File: src/rtl/pirq_pkg.sv
package pirq_pkg;
  localparam int unsigned NUM_SRC = 6;
  localparam int unsigned SEL_W   = 3;

  // true when a select code names one of the cadence sources
  function automatic logic sel_active(input logic [SEL_W-1:0] code);
    return (code != '0) && (int'(code) <= int'(NUM_SRC));
  endfunction
endpackage

File: src/rtl/pirq_rst_sync.sv
module pirq_rst_sync #(
  parameter int unsigned STAGES = 2
) (
  input  logic clk,
  input  logic rst_n,
  output logic rst_sync_n
);
  logic [STAGES-1:0] chain_q;
  logic [STAGES-1:0] chain_d;

  always_comb chain_d = {chain_q[STAGES-2:0], 1'b1};

  always_ff @(posedge clk or negedge rst_n) begin
    if (!rst_n) chain_q <= '0;
    else        chain_q <= chain_d;
  end

  assign rst_sync_n = chain_q[STAGES-1];
endmodule

File: src/rtl/pirq_evt_sel.sv
module pirq_evt_sel
  import pirq_pkg::*;
#(
  parameter int unsigned SRCS = NUM_SRC,
  parameter int unsigned SW   = SEL_W
) (
  input  logic [SRCS-1:0] tick_vec,
  input  logic [SW-1:0]   period_sel,
  input  logic            halt,
  output logic            gen_en,
  output logic            evt_hit
);
  logic [SRCS-1:0] match_vec;

  for (genvar i = 0; i < SRCS; i++) begin : g_src
    localparam logic [SW-1:0] CODE = SW'(i + 1);
    assign match_vec[i] = tick_vec[i] & (period_sel == CODE);
  end

  assign gen_en  = ~halt & (|{period_sel != '0} & (int'(period_sel) <= int'(SRCS)));
  assign evt_hit = ~halt & (|match_vec);
endmodule

File: src/rtl/pirq_flag.sv
module pirq_flag (
  input  logic clk,
  input  logic rst_n,
  input  logic set_i,
  input  logic clr_i,
  output logic flag_o
);
  logic flag_q;
  logic flag_d;
  logic flag_en;

  // set takes priority over clear
  always_comb begin
    flag_d  = flag_q;
    flag_en = set_i | clr_i;
    if (set_i)      flag_d = 1'b1;
    else if (clr_i) flag_d = 1'b0;
  end

  always_ff @(posedge clk or negedge rst_n) begin
    if (!rst_n)       flag_q <= 1'b0;
    else if (flag_en) flag_q <= flag_d;
  end

  assign flag_o = flag_q;
endmodule

File: src/rtl/periodic_irq_gen.sv
module periodic_irq_gen
  import pirq_pkg::*;
#(
  parameter int unsigned SRCS = NUM_SRC,
  parameter int unsigned SW   = SEL_W
) (
  input  logic            clk,
  input  logic            rst_n,
  input  logic [SRCS-1:0] tick_vec,
  input  logic [SW-1:0]   period_sel,
  input  logic            halt,
  input  logic            flag_clr,
  output logic            irq_flag,
  output logic            irq_n
);
  logic rst_sync_n;
  logic gen_en;
  logic evt_hit;

  pirq_rst_sync #(.STAGES(2)) u_rst (
    .clk        (clk),
    .rst_n      (rst_n),
    .rst_sync_n (rst_sync_n)
  );

  pirq_evt_sel #(.SRCS(SRCS), .SW(SW)) u_sel (
    .tick_vec   (tick_vec),
    .period_sel (period_sel),
    .halt       (halt),
    .gen_en     (gen_en),
    .evt_hit    (evt_hit)
  );

  pirq_flag u_flag (
    .clk    (clk),
    .rst_n  (rst_sync_n),
    .set_i  (evt_hit),
    .clr_i  (flag_clr),
    .flag_o (irq_flag)
  );

  assign irq_n = ~(irq_flag & gen_en);
endmodule

File: config.mk
export PLATFORM = sky130hd
export DESIGN_NAME = periodic_irq_gen
export DESIGN_NICKNAME = d
export VERILOG_FILES = /design/src/rtl/pirq_pkg.sv /design/src/rtl/pirq_rst_sync.sv /design/src/rtl/pirq_evt_sel.sv /design/src/rtl/pirq_flag.sv /design/src/rtl/periodic_irq_gen.sv
export SDC_FILE = /design/constraint.sdc
export NUM_CORES = 1
export LEC_CHECK = 0
export CORE_AREA = 2 2 39 41
export DETAILED_ROUTE_END_ITERATION = 8
export DIE_AREA = 0 0 41 43
export HOLD_SLACK_MARGIN = 0.08
export PLACE_DENSITY = 0.49
export SYNTH_ARGS = -nofsm -noshare
export SYNTH_HDL_FRONTEND = slang
export SYNTH_HIERARCHICAL = 1
export SYNTH_SLANG_ARGS = --single-unit
export TNS_END_PERCENT = 1
File: constraint.sdc
create_clock -name clk -period 1.15 [get_ports clk]
set_input_delay 0.1725 -clock clk [delete_from_list [all_inputs] [get_ports clk]]
set_output_delay 0.1725 -clock clk [all_outputs]
set_load 0.05 [all_outputs]
## Word level (Yosys, flattened, before mapping)

Index checks and enable logic that the tools add are counted.
W data, S select, Z words.

| storage, ports and cells | value |
|---|---|
| register bits | 3 |
| input port bits | 13 |
| word-level logic and storage cells | 28 |

| operators by class | value |
|---|---|
| magnitude comparators | 1 |
| equality and inequality tests | 6 |
| mux-type cells | 2 |
| bitwise operators | 13 |
| reductions and logical operators | 4 |

Operators by type and width:

| cell | number |
|---|---|
| $and A1 B1 Y1 | 10 |
| $eq A3 B3 Y1 const B | 3 |
| $eq A3 B2 Y1 const B | 2 |
| $reduce_or A6 Y1 | 1 |
| $eq A3 B1 Y1 const B | 1 |
| $le A3 B3 Y1 const B | 1 |
| $reduce_bool A3 Y1 | 1 |
| $mux W1 | 2 |
| $not A1 Y1 | 2 |
| $reduce_and A2 Y1 | 1 |
| $reduce_bool A2 Y1 | 1 |
| $or A1 B1 Y1 | 1 |

## Longest topological paths before layout

| depth | value |
|---|---|
| depth in word-level cells | 6 |
| mapped depth | 4 |
| gate-level depth less buffers | 4 |

## Cells and area by module

The synthesis kept the hierarchy.

Modules (own cells, without submodules):

| module | instances | cells an instance | area an instance (µm²) | seq. area each (µm²) |
|---|---|---|---|---|
| pirq_evt_sel | 1 | 10 | 80.1 | 0.0 |
| pirq_rst_sync | 1 | 3 | 53.8 | 50.0 |
| pirq_flag | 1 | 3 | 36.3 | 25.0 |
| periodic_irq_gen | 1 | 1 | 3.8 | 0.0 |

## Worst setup path after synthesis

No wires, ideal clock.

| timing | value |
|---|---|
| path kind | register to output |
| start | register u_flag.flag_q, in the netlist u_flag/flag_o |
| end | output irq_n |
| arrival | 1.036 ns |
| data required time | 0.978 ns |
| setup slack | -0.058 ns |
| cell stages (with the launch flop) | 2 |
| cells stage by stage | dfrtp_1 > nand2_1 |

| on the way | value |
|---|---|
| cells in the longest elaborated chain, start to end | 2 |

Ends and longest elaborated chain:

| item | RTL line | RTL |
|---|---|---|
| start, declared | pirq_flag.sv:8 | `logic flag_q;` |
| start signal, assigned | pirq_flag.sv:22 | `else if (flag_en) flag_q <= flag_d;` |
| $and A1 B1 Y1 | periodic_irq_gen.sv:42 | `assign irq_n = ~(irq_flag & gen_en);` |
| $not A1 Y1 | periodic_irq_gen.sv:42 |  |
| end, declared | periodic_irq_gen.sv:14 | `output logic irq_n` |

Every way passes these cells.

## Worst setup path after layout

| timing | value |
|---|---|
| start | input period_sel[2] |
| end | output irq_n |

| on the way | value |
|---|---|
| cells in the longest elaborated chain, start to end | 5 |

Ends and longest elaborated chain:

| item | RTL line | RTL |
|---|---|---|
| start, declared | periodic_irq_gen.sv:10 | `input logic [SW-1:0] period_sel,` |
| $le A3 B3 Y1 or $reduce_bool A3 Y1 (tied branches) | pirq_evt_sel.sv:20 | `assign gen_en = ~halt & (\|{period_sel != '0} & (int'(period_sel) <= int'(SRCS)));` |
| $and A1 B1 Y1 (*) (2 in a row) | pirq_evt_sel.sv:20 |  |
| named net gen_en | periodic_irq_gen.sv:17 | `logic gen_en;` |
| $and A1 B1 Y1 (*) | periodic_irq_gen.sv:42 |  |
| $not A1 Y1 (*) | periodic_irq_gen.sv:42 |  |

The timed path passes the listed nets; every way through them passes the cells marked *.

==> results.sh <==
export IMPL_outcome="complete, no violations"
export IMPL_antenna_found_initial=0
export IMPL_viasPerCell=3.963
export IMPL_cpLargestDelayFamily="buffers and inverters"
export IMPL_synth_top_area_share_pct=43.17
export IMPL_finalMaxSlewViolations=0
export IMPL_numCtsBuffers=3
export IMPL_clkTransAtPathRegs_ps=30
export IMPL_die_height_um=43
export IMPL_fmax_mhz=919.4
export IMPL_min_path_type="in2async"
export IMPL_synthCells=17
export IMPL_fp_row_count=14
export IMPL_grt_pass1_wl_um=910
export IMPL_ant_nets=0
export IMPL_cp_arrival_ps=920
export IMPL_placed_area_sq_um=359.1
export IMPL_m1WireLength_um=201
export IMPL_gp_congestion=0.5292
export IMPL_synthToLayoutAreaGrowth_pct=135.3
export IMPL_ys_warn_count=6
export IMPL_first_global_vias=227
export IMPL_drv_cap=0
export IMPL_dr_max_layer_used="met3"
export IMPL_r2r_slack_ps=420
export IMPL_grt_max_degree=6
export IMPL_worstSkewPairLatency_ps=230
export IMPL_clockBufferDepth=2
export IMPL_cp_common_cell="nor3_4"
export IMPL_grt_ovfl_total=0
export IMPL_timing_rr_end="u_flag/flag_o"
export IMPL_die_area_sq_um=1763
export IMPL_io_buffers=14
export IMPL_first_pass_iters=4
export IMPL_synth_avg_cell_area_sq_um=10.23
export IMPL_drt_iter0_markers=4
export IMPL_min_period_ps=1088
export IMPL_wl_met3_um=109
export IMPL_syn_area_sq_um=173.9
export IMPL_dp_slack_ps=-493.0
export IMPL_critPathKind="in2out"
export IMPL_dp_hpwl_um=486.9
export IMPL_synth_cell_type_count=10
export IMPL_r2r_start="u_flag/flag_o"
export IMPL_root_buffer="clkbuf_4"
export IMPL_r2r_worst_path_cells=1
export IMPL_cts_tree="built"
export IMPL_track_usage_pct=8.249
export IMPL_avgRoutedWirePerCell_um=11.30
export IMPL_die_w_um=41
export IMPL_io_pins=15
export IMPL_crit_chain="buf_2 > buf_4 > nor3_4 > nor3_4 > nand2_2 > buf_8"
export IMPL_rsz0062_at_grt="no"
export IMPL_max_stage_delay_ps=190
export IMPL_wl_um=610
export IMPL_n_antenna_cell=0
export IMPL_crit_slowest_cell="nor3_4"
export IMPL_final_area_sq_um=409.1
export IMPL_crit_required_ps=980
export IMPL_syn_num_nets=30
export IMPL_drive_above_1_share_pct=36.84
export IMPL_finalPower_uw=434.2
export IMPL_wl_met2_um=299
export IMPL_max_vdd_ir_drop_mv=0.3898
export IMPL_layout_cells_non_filler=54
export IMPL_cp_max_fo=4
export IMPL_layout_commonest_cell="dlygate4sd2_1"
export IMPL_finalCritPeriodShare_pct=94.58
export IMPL_cp_start_kind="input port"
export IMPL_setup_ws_ps=62.29
export IMPL_clock_sinks=3
export IMPL_worstSetupEndpointType="output pin"
export IMPL_fp_coreArea_sq_um=1384
export IMPL_fin_nets=52
export IMPL_synth_seq_area_share_pct=43.17
export IMPL_synth_seq_cells=3
export IMPL_yosys_top_cells_area="dfrtp_1 43%, mux2i_1 17%, nor4b_1 15%"
export IMPL_p_leak_nw=0.1961
export IMPL_drc_errors=0
export IMPL_dp_cells=49
export IMPL_cts_max_level=1
export IMPL_hold_viol=0
export IMPL_p_per_area_nw_per_um2=1061
export IMPL_yosys_area_top_type="dfrtp_1"
export IMPL_n_fill_cell=149
export IMPL_crit_buf_inv=3
export IMPL_via_count=214
export IMPL_initial_core_util_pct=12.57
export IMPL_clock_skew_ps=3.265
export IMPL_finalSetupViolations=0
==> routing by layer <==
metal | global-route usage, % | vias up
met5 | 0 | -
met4 | 4.000 | 0
met1 | 6.472 | 96
met3 | 5.236 | 0
met2 | 14.37 | 15
li1 | - | 103
==> layout make-up <==
| type | count | area (sq um) | share of cell area [%] |
|---|---|---|---|
| timing repair buffer | 17 | 160.2 | 39.14 |
| multi-input combinational | 13 | 123.9 | 30.28 |
| sequential | 3 | 75.07 | 18.35 |
| clock buffer | 4 | 26.28 | 6.422 |
| tap | 16 | 20.02 | 4.893 |
| inverter | 1 | 3.754 | 0.9174 |
==> synth_stat cells, drive strengths merged <==
cell,number
mux2i,3
and3,1
nor3,2
nor4b,3
inv,1
a21o,1
conb,1
nand2,1
or3,1
dfrtp,3
==> cells by family after synthesis <==
family | count (synthesis) | share of synthesized area, %
DFF | 3 | 43.16
other | 1 | 2.156
and+or+nand+nor | 8 | 30.94
buffers and inverters | 1 | 2.156
muxes | 3 | 17.27
AOI/OAI and AO/OA | 1 | 4.318
==> worst max path at each step <==
stage	slack [ps]	endpoint	startpoint	depth (start not counted)
2_1_floorplan	60	irq_n	u_flag/flag_o	1
3_3_place_gp	-480	u_flag/flag_o	period_sel[2]	5
3_5_place_dp	-490	u_flag/flag_o	period_sel[2]	5
4_1_cts	7	irq_n	period_sel[0]	6
5_1_grt	20	irq_n	period_sel[2]	6
6_report	60	irq_n	period_sel[2]	6
==> registers in the layout (all words and copies together), names as in the netlist <==
register	cells
u_flag/flag_o	1
u_rst/chain_q	2
==> what timing repair did <==
action,in CTS,in global routing
hold buffers,1,0
gates resized for setup,23,4
setup endpoints to repair,2,1
hold endpoints to repair,1,0
setup buffers,0,0
pin swaps,5,2
==> through the flow <==
stage	hold slack (ps)	util [%]	setup TNS, ps
CTS	103.7	28.84	0
detailed placement	6.365	25.95	-864.5
global route	102.6	29.57	0
finish	107.0	29.57	0
floorplan	-123.1	-	0
global placement	-2.203	25.95	-825.7
==> where the power goes <==
group	leakage (nW)	switching (mW)	total, mW	internal (mW)
combinational	0.145	0.0606	0.133	0.0722
sequential	0.0360	0.00755	0.122	0.114
clock	0.0150	0.0498	0.179	0.130
No activity file was read; power rests on OpenSTA's default activity.
